**src/rtl/ext_port_ctl.sv**
```systemverilog
module ext_port_ctl #(
  parameter int AW = 16,
  parameter int DW = 24
) (
  input  logic          clk,
  input  logic          rst_n,
  input  logic          core_req,
  input  logic          core_space,
  input  logic          core_bank,
  input  logic          core_wr,
  input  logic          core_vec,
  input  logic          dev_mode,
  input  logic          insn_end,
  input  logic [AW-1:0] core_addr,
  input  logic [DW-1:0] core_wdata,
  input  logic          wait_in,
  input  logic          ext_req_n,
  output logic          prog_sel_n,
  output logic          data_sel_n,
  output logic          bank_sel_n,
  output logic          bsel_n,
  output logic          rd_n,
  output logic          wr_n,
  output logic [AW-1:0] addr_out,
  output logic [DW-1:0] data_out,
  output logic          data_oe,
  output logic          drive_en,
  output logic          ext_grant_n,
  output logic          core_ack,
  output logic          core_stall
);
  typedef enum logic [1:0] {S_IDLE, S_ACC, S_GRANT, S_REDRIVE} state_t;

  state_t        state;
  logic          req_s1, req_s2;
  logic          l_space, l_bank, l_wr, l_vsel;
  logic [AW-1:0] l_addr;
  logic [DW-1:0] l_data;

  wire in_acc   = (state == S_ACC);
  wire release_ok = req_s2 && insn_end;

  always_ff @(posedge clk or negedge rst_n) begin
    if (!rst_n) begin
      req_s1 <= 1'b0;
      req_s2 <= 1'b0;
    end else begin
      req_s1 <= ~ext_req_n;
      req_s2 <= req_s1;
    end
  end

  always_ff @(posedge clk or negedge rst_n) begin
    if (!rst_n) begin
      state   <= S_IDLE;
      l_space <= 1'b0;
      l_bank  <= 1'b0;
      l_wr    <= 1'b0;
      l_vsel  <= 1'b0;
      l_addr  <= '0;
      l_data  <= '0;
    end else begin
      case (state)
        S_IDLE:
          if (release_ok) state <= S_GRANT;
          else if (core_req) begin
            state   <= S_ACC;
            l_space <= core_space;
            l_bank  <= core_bank;
            l_wr    <= core_wr;
            l_vsel  <= core_vec && dev_mode;
            l_addr  <= core_addr;
            l_data  <= core_wdata;
          end
        S_ACC:     if (!wait_in) state <= S_IDLE;
        S_GRANT:   if (!req_s2) state <= S_REDRIVE;
        S_REDRIVE: state <= S_IDLE;
        default:   state <= S_IDLE;
      endcase
    end
  end

  assign drive_en    = rst_n && (state == S_IDLE || state == S_ACC);
  assign ext_grant_n = ~(rst_n && state == S_GRANT);
  assign bsel_n      = ~(rst_n && in_acc);
  assign prog_sel_n  = ~(in_acc && !l_space);
  assign data_sel_n  = ~(in_acc && l_space);
  assign bank_sel_n  = ~(in_acc && ((l_space && l_bank) || l_vsel));
  assign rd_n        = ~(in_acc && !l_wr);
  assign wr_n        = ~(in_acc && l_wr);
  assign data_oe     = drive_en && in_acc && l_wr;
  assign addr_out    = l_addr;
  assign data_out    = l_data;
  assign core_ack    = in_acc && !wait_in;
  assign core_stall  = core_req && !core_ack;
endmodule


```
**config.mk**
```make
export PLATFORM = sky130hd
export DESIGN_NAME = ext_port_ctl
export DESIGN_NICKNAME = d
export VERILOG_FILES = /design/src/rtl/ext_port_ctl.sv
export SDC_FILE = /design/constraint.sdc
export NUM_CORES = 1
export LEC_CHECK = 0
export BUFFER_PORTS_ARGS = -buffer_cell sky130_fd_sc_hd__buf_2
export CORE_MARGIN = 2
export CORE_UTILIZATION = 41
export DETAILED_ROUTE_END_ITERATION = 10
export PLACE_DENSITY = 0.76
export SYNTH_ARGS = -nofsm -noshare
export SYNTH_HDL_FRONTEND = slang
export SYNTH_SLANG_ARGS = --single-unit
```
**constraint.sdc**
```tcl
create_clock -name clk -period 1.45 [get_ports clk]
set_clock_uncertainty 0.1 [all_clocks]
set_input_delay 0.435 -clock clk [delete_from_list [all_inputs] [get_ports clk]]
set_output_delay 0.435 -clock clk [all_outputs]
set_load 0.005 [all_outputs]
```
==> impl_metrics.toml, run 1 <==
[power]
power_density_nw_per_um2 = 2070
p_switching_w = 0.00172
swShare_pct = 27.8
p_leak_nw = 1.63
p_clk_share_pct = 14.2
intPower_w = 0.00448
p_comb_share_pct = 47.4
p_total_w = 0.00621
pwr-share-seq_pct = 38.4
ir_worst_vdd_mv = 0.858

[final_layout]
regArea_um2 = 1200
final_common_cell = "buf_2"
layout_common_cells = "buf_2, dfrtp_1, mux2_4, buf_4, nand2_1"
fin_cells = 312
nets = 297
drive_above_1_share_pct = 73.1
antennaDiodeCount = 0
fillCellCount = 382
syn_to_final_growth_pct = 47.8
multi_input_area_um2 = 802
final_area_um2 = 3000

[clocking]
clk_pin_slew_ps = 80
cts_tree = "built"
cts.sinks = 48
clock_path_buffers = 2
numCtsBuffers = 5
cts_hold_buf = 0
root_buffer = "clkbuf_8"
clock_latency_ps = 280
h-tree-depth = 2

[detailed_routing]
wire_per_inst_um = 14.5
drc = 0
via_per_inst = 4.53
drtAntennaViolNets = 0
vias = 1413
drt-pass1-iter-count = 2
first_iter_violations = 56
drt-total-wl_um = 4520

[sta]
fin_crit_ps = 1750
rsz0062_at_grt = "true"
setup_viol = 55
fmax_mhz = 572
fin_ws_ps = -299
relSlewSlack_pct = 74.8
worst_slew_pin_slew_ps = 378
slew_violations = 0
finalCritPeriodShare_pct = 121
finalHoldViolations = 0

[place]
port_buffers = 101
placed_area_um2 = 2690
placed_cells = 295
dpl.hpwl_um = 3130
gp_congestion = 0.687

[critical_path]
start_kind = "flop"
critPathRequiredTime_ps = 920
end_kind = "primary output"
critical_path_class = "flop to primary output"
critPathMaxFanout = 6
arrival_ps = 1210

[global_route]
grt.busiest_layer = "met2"
antenna_found_initial = 0
grt_pass1_vias = 1399
grt_usage_pct = 16.6
met2_usage_pct = 28.6
grt_first_pass_wirelength_um = 6690
gr-total-overflow = 0
grt_max_degree = 31
use_met1_pct = 19.5
use_met3_pct = 5.42

[synth]
netlist_area_um2 = 2030
syn_nets = 171
synth_warnings = 0
synth_seq_cells = 48
synth_seq_area_share_pct = 59.2
ys_types = 16
synthCells = 120
synth_area_per_cell_um2 = 16.9

[floorplan]
start_util_pct = 42.7
core-area_um2 = 4750
ios = 102
die_area_um2 = 5530
rows = 25
die_w_um = 74.3
die_h_um = 74.3

[status]
status = "complete, but fails checks"
failed_checks = "negative setup slack"

[min_path]
hp-class = "primary input to asynchronous set/reset pin"

[flow_run]
cap_viol_max_count = 0
power by group through the flow:
stage / Combinational [W] / Clock (W) / Sequential (W)
finish: 0.00294 / 0.000880 / 0.00238
global placement: 0.00248 / 0 / 0.00238
global route: 0.00318 / 0.000970 / 0.00247
detailed placement: 0.00254 / 0 / 0.00239
CTS: 0.00294 / 0.000920 / 0.00238
floorplan: 0.00144 / 0 / 0.00243
worst paths after layout:
path | startpoint | end | slack (ps) | cells after the start
setup / recovery | state[1]$_DFFE_PN0P_ | data_oe | -300 | 4
hold / removal | rst_n | req_s1$_DFF_PN0_ | 100 | 2
setup reg to reg | state[1]$_DFFE_PN0P_ | data_out[14]$_DFFE_PN0P_ | -260 | 6
hold reg to reg | req_s1$_DFF_PN0_ | req_s2$_DFF_PN0_ | 260 | 0
max in group asynchronous | rst_n | addr_out[4]$_DFFE_PN0P_ | 810 | 2
min in group clk | ext_req_n | req_s1$_DFF_PN0_ | 180 | 2
worst max-delay path, cell delays in order (launching register included):
cell     delay [ps]
dfrtp_2         440
nor2b_4         140
buf_6           120
and3_1          130
buf_2           100
what timing repair did:
action	CTS	global route
hold endpoints to repair	0	0
gates resized for setup	13	2
endpoints found under the setup margin	54	55
buffers inserted	8	1
pin swaps	2	1
cloned	3	0
Yosys cell counts (all sizes together):
cell type / instances / area, um2
buf: 4 / 45.0
a21oi: 1 / 8.76
inv: 2 / 7.51
nand2b: 2 / 12.5
nor2b: 4 / 25.0
a22oi: 1 / 7.51
nor2: 3 / 11.3
mux2: 43 / 631
o32ai: 1 / 8.76
nand3b: 2 / 27.5
nand2: 7 / 26.3
and3: 1 / 6.26
dfrtp: 48 / 1200
mux2i: 1 / 10.0
state kept, by name, summed over array words and instances, names as in the netlist:
| register | cells |
|---|---|
| data_out | 24 |
| addr_out | 16 |
| state | 2 |
| l_bank | 1 |
| l_space | 1 |
| l_vsel | 1 |
| l_wr | 1 |
| req_s1 | 1 |
| req_s2 | 1 |
layer usage:
metal	up-vias	part of all wire, %
li1	663	-
met1	689	40
met5	-	0
met4	0	0.84
met2	57	52
met3	4	7.0
metrics by stage:
step | hold slack, ps | setup TNS (ps) | setup WS (ps) | utilization [%]
after floorplan | 39.4 | -465 | -12.0 | -
after global placement | 239 | -5860 | -146 | 56.5
after detailed placement | 242 | -6550 | -174 | 56.5
after CTS | 99.1 | -12180 | -313 | 62.8
after global routing | 104 | -15190 | -354 | 63.1
final | 98.4 | -12820 | -299 | 63.1
cell type report:
class	count	share of cell area (%)
inverter	2	0.250
multi-input combinational	66	26.8
clock inverter	1	1.00
clock buffer	5	2.30
timing repair buffer	123	26.8
sequential	48	40.1
tap	67	2.80
cell families (layout without fill, tap and decap cells):
logic type	after synthesis	in the layout	synth area share, %
AO/OA/AOI/OAI	3	3	1.23
buffers and inverters	6	131	2.59
flip-flops	48	48	59.2
multiplexers	44	44	31.6
AND/OR/NAND/NOR	19	19	5.37
No activity file was read; power rests on OpenSTA's default activity.
==> run 2, diff against run 1 <==
- ABC_AREA: default -> 1
- CORE_UTILIZATION: 41 -> 40
- PLACE_DENSITY: 0.76 -> 0.75
==> impl_metrics.toml, run 2 <==
[floorplan]
start_util_pct = 41.1
die_w_um = 73.5
rows = 25
core-area_um2 = 4690
die_h_um = 73.5
die_area_um2 = 5400
ios = 102

[global_route]
grt_pass1_vias = 1625
gr-total-overflow = 0
grt_first_pass_wirelength_um = 7110
grt_usage_pct = 17.4
antenna_found_initial = 0
grt_max_degree = 43

[synth]
synth_seq_cells = 48
synth_seq_area_share_pct = 62.2
synth_warnings = 0
synth_area_per_cell_um2 = 8.70
synth_largest_area_cell = "dfrtp_1"
synthMostInstantiatedCell = "nand2_1"
synthTopCellsByArea = "dfrtp_1, nand2_1, buf_6"
synth_top_area_share_pct = 62.2
synthCells = 222
syn_nets = 273
netlist_area_um2 = 1930
synth-main-ff-cell = "dfrtp_1"
synth.top_cells.by_count = "nand2_1, dfrtp_1, inv_1"
synth_edf_count = 0
synthArstFlopShare_pct = 100
ys_types = 13

[place]
gp_congestion = 0.733
port_buffers = 101
placed_cells = 380
post-place-ws_ps = -63.4
dpl.hpwl_um = 3080

[final_layout]
drive_above_1_share_pct = 59.6
layout_common_cells = "buf_2, nand2_1, dfrtp_1, nand2_2, nand2_4"
antennaDiodeCount = 0
nets = 404
syn_to_final_growth_pct = 69.5
fillCellCount = 377
fin_cells = 408
regArea_um2 = 1200
final_util_pct = 69.8
final_common_cell = "buf_2"
multi_input_area_um2 = 883
largest_register_ffs = 24

[critical_path]
cp.buffers_inverters = 3
crit_chain = "inv_2, nand2_4, inv_4, nand2_2, nor2_2, a21oi_2, buf_2"
arrival_ps = 1220
critPathMaxFanout = 3
critical_path_class = "flop to primary output"
r2r_setup_slack_ps = -160
crit_family = "flip-flops"
start_kind = "flop"
end_kind = "primary output"
critPathRequiredTime_ps = 920
max_stage_delay_ps = 430
cp_slowest_cell = "dfrtp_2"

[sta]
relSlewSlack_pct = 77.5
fin_ws_ps = -301
rsz0062_at_grt = "true"
finalCritPeriodShare_pct = 121
finalHoldViolations = 0
slew_violations = 0
fin_crit_ps = 1750
worst_slew_pin_slew_ps = 337
setup_viol = 55
fmax_mhz = 571

[min_path]
hp-class = "primary input to asynchronous set/reset pin"

[detailed_routing]
vias = 1880
first_iter_violations = 77
wire_per_inst_um = 13.4
drt-pass1-iter-count = 4
drt-total-wl_um = 5460
drtAntennaViolNets = 0
via_per_inst = 4.61
drc = 0

[clocking]
numCtsBuffers = 5
cts_tree = "built"
h-tree-depth = 2
root_buffer = "clkbuf_8"
cts_hold_buf = 0
cts.sinks = 48
clk_pin_slew_ps = 80
clock_path_buffers = 2
clock_latency_ps = 290

[power]
p_total_w = 0.00617
ir_worst_vdd_mv = 1.00
pwr-share-seq_pct = 37.6
power_density_nw_per_um2 = 1890
p_clk_share_pct = 12.9
p_comb_share_pct = 49.5
intPower_w = 0.00392
p_switching_w = 0.00225
p_leak_nw = 1.89
swShare_pct = 36.4

[flow_run]
cap_viol_max_count = 0

[status]
status = "complete, but fails checks"
failed_checks = "negative setup slack"
## run 2: area by class of cell
type / count / share of cell area, %
inverter: 11 / 1.72
sequential: 48 / 36.7
timing repair buffer: 132 / 29.7
clock buffer: 6 / 2.52
clock inverter: 2 / 0.306
tap: 54 / 2.06
multi-input combinational: 155 / 27.0
## run 2: worst reg2reg max path: cells and delay by family, from the launching register on
kind                   cells  cell delay, ps
buffers and inverters      5             630
flip-flops                 1             430
AND/OR/NAND/NOR            4             390
## run 2: cell families after synthesis
| family | count (synthesis) | share of synthesized area (%) |
|---|---|---|
| buffers and inverters | 19 | 5.64 |
| AO/OA/AOI/OAI | 7 | 1.81 |
| AND/OR/NAND/NOR | 148 | 30.3 |
| flip-flops | 48 | 62.2 |
## run 2: through the flow
step / setup TNS, ps / cell area, um2 / hold WS [ps]
after floorplan: 0 / 1930 / 39.4
after global placement: -63.4 / 2560 / 237
after detailed placement: -112 / 2560 / 242
after CTS: -5070 / 2780 / 39.8
after global routing: -10560 / 3270 / 60.4
final: -6330 / 3270 / 46.1
## run 2: power by group through the flow
stage | combinational (W) | clock [W] | sequential (W)
global placement | 0.00199 | 0 | 0.00225
global route | 0.00338 | 0.000890 | 0.00238
CTS | 0.00232 | 0.000829 | 0.00224
floorplan | 0.000959 | 0 | 0.00234
detailed placement | 0.00205 | 0 | 0.00225
finish | 0.00306 | 0.000797 | 0.00232
## run 2: repair_timing
| action | 4_1_cts | 5_1_grt |
|---|---|---|
| gates resized for setup | 12 | 91 |
| pin swaps | 4 | 21 |
| hold endpoints to repair | 0 | 0 |
| gates cloned | 2 | 8 |
| setup endpoints to repair | 12 | 55 |
| setup buffers | 6 | 4 |
## run 2: final timing paths
check,from,end,cells after the start
hold / removal,rst_n,state[1]$_DFFE_PN0P_,2
max in group asynchronous,rst_n,data_out[23]$_DFFE_PN0P_,3
setup reg to reg,state[1]$_DFFE_PN0P_,data_out[12]$_DFFE_PN0P_,9
setup / recovery,state[1]$_DFFE_PN0P_,bank_sel_n,7
min in group clk,ext_req_n,req_s1$_DFF_PN0_,2
hold reg to reg,req_s1$_DFF_PN0_,req_s2$_DFF_PN0_,0
## run 2: routing by layer
metal,global-route usage [%],wire [um],share of wire [%]
met2,29.4,2840,52
met3,4.80,274,5.0
met5,0,0,0
met1,21.8,2270,42
met4,4.85,74,1.4
==> run 3, diff against run 2 <==
- GPL_TIMING_DRIVEN: default -> 0
- SETUP_SLACK_MARGIN: default -> 0.2
==> impl_metrics.toml, run 3 (same netlist as run 2, synthesis figures left out) <==
[floorplan]
rows = 25
die_area_um2 = 5400
die_w_um = 73.5
ios = 102
die_h_um = 73.5
core-area_um2 = 4690
start_util_pct = 41.1

[power]
p_switching_w = 0.00230
p_leak_nw = 1.96
p_comb_share_pct = 52.9
p_total_w = 0.00657
pwr-share-seq_pct = 34.8
power_density_nw_per_um2 = 1940
intPower_w = 0.00427
p_clk_share_pct = 12.3
swShare_pct = 35.0
ir_worst_vdd_mv = 1.07

[detailed_routing]
met3_length_um = 314
drc = 0
drt-met1-wl_um = 2220
first_iter_violations = 56
highest_layer = "met4"
via_per_inst = 4.56
drt-total-wl_um = 5290
vias = 1985
dr_wl_met2_um = 2710
wire_per_inst_um = 12.2
drtAntennaViolNets = 0
drt-pass1-iter-count = 4

[critical_path]
cp_slowest_cell = "dfrtp_2"
max_stage_delay_ps = 410
critPathRequiredTime_ps = 920
critical_path_class = "flop to primary output"
arrival_ps = 1220
crit_family = "flip-flops"
end_kind = "primary output"
crit_chain = "buf_4, nor2_4, nand2_1, nor2_1, buf_2"
critPathMaxFanout = 5
start_kind = "flop"
cp.buffers_inverters = 2

[place]
placed_cells = 377
gp_congestion = 0.816
port_buffers = 101
post-place-ws_ps = -917
dpl.hpwl_um = 3100

[sta]
finalHoldViolations = 48
whs_ps = -109
relSlewSlack_pct = 82.0
fin_crit_ps = 1750
rsz0062_at_grt = "true"
worst_slew_pin_slew_ps = 270
fmax_mhz = 570
fin_ws_ps = -304
slew_violations = 0
finalCritPeriodShare_pct = 121
final.setup.tns_ps = -4730
setup_viol = 44

[clocking]
clock_latency_ps = 290
cts.sinks = 48
clock_path_buffers = 2
root_buffer = "clkbuf_8"
h-tree-depth = 2
numCtsBuffers = 5
cts_tree = "built"
clk_pin_slew_ps = 80

[global_route]
grt_pass1_vias = 1693
grt_usage_pct = 18.5
grt_first_pass_wirelength_um = 7650
antenna_found_initial = 0
grt_max_degree = 51
gr-total-overflow = 0

[final_layout]
final_common_cell = "buf_2"
fillCellCount = 361
drive_above_1_share_pct = 60.6
syn_to_final_growth_pct = 75.7
regArea_um2 = 1200
nets = 431
antennaDiodeCount = 0
layout_common_cells = "buf_2, nand2_1, dfrtp_1, nand2_2, buf_4"
fin_cells = 435
largest_register_ffs = 24
multi_input_area_um2 = 811

[min_path]
hp-class = "primary input to asynchronous set/reset pin"

[status]
failed_checks = "negative hold slack, negative setup slack"
status = "complete, but fails checks"

[flow_run]
cap_viol_max_count = 0
## run 3: changes by cell type in the layout (fill, tap and decap cells not counted), moves of 4 or more
cell and delta:
buf_6 +10, nand2_2 +5, o21ai_1 +4, clkbuf_16 -4, nand2_4 -10, nand2_1 +5
buf_4 +22, buf_2 -4
## run 3: through the flow
stage | area (um2) | utilization [%]
5_1_grt | 3390 | 72.3
3_3_place_gp | 2510 | 53.5
2_1_floorplan | 1940 | -
3_5_place_dp | 2510 | 53.5
6_report | 3390 | 72.3
4_1_cts | 2980 | 63.5
## run 3: layout make-up
| cell class | instances | area share, % |
|---|---|---|
| clock inverter | 2 | 0.295 |
| sequential | 48 | 35.5 |
| tap | 54 | 1.99 |
| inverter | 11 | 1.66 |
| clock buffer | 6 | 2.43 |
| timing repair inverter | 2 | 0.443 |
| timing repair buffer | 149 | 30.7 |
| multi-input combinational | 155 | 23.9 |
| buffer | 8 | 3.10 |
## run 3: power by group through the flow
stage          sequential, W  clock [W]  combinational [W]
2_1_floorplan        0.00234          0           0.000973
3_3_place_gp         0.00228          0            0.00188
3_5_place_dp         0.00230          0            0.00195
4_1_cts              0.00225   0.000833            0.00274
5_1_grt              0.00235   0.000895            0.00383
6_report             0.00228   0.000810            0.00348
## run 3: repair_timing
action | 4_1_cts | 5_1_grt
buffers inserted | 21 | 22
cloned | 6 | 1
pin swaps | 2 | 25
endpoints found under the setup margin | 92 | 96
resized for setup | 33 | 74
endpoints found under the hold margin | 48 | 48
## run 3: worst paths after layout
check / startpoint / to / slack [ps] / cells after the start
worst max-delay path: state[1]$_DFFE_PN0P_ / data_oe / -300 / 5
worst min-delay path: rst_n / data_out[3]$_DFFE_PN0P_ / -110 / 1
worst max register to register: state[0]$_DFFE_PN0P_ / data_out[0]$_DFFE_PN0P_ / -100 / 7
worst min register to register: req_s1$_DFF_PN0_ / req_s2$_DFF_PN0_ / 250 / 0
max in group asynchronous: rst_n / state[1]$_DFFE_PN0P_ / 1120 / 1
min in group clk: ext_req_n / req_s1$_DFF_PN0_ / 170 / 2
## run 3: worst register-to-register path, stage by stage, from the launching register on
cell and delay (ps):
dfrtp_2 440, buf_6 140, nor2_4 140, nand3_4 190, buf_6 190, clkbuf_16 150
nand2_2 50, nand2_1 50
## run 3: per-layer routing
metal	vias to the layer above	global-route usage, %
li1	983	-
met1	932	24.5
met2	63	30.3
met3	7	4.94
met4	0	4.85
met5	-	0
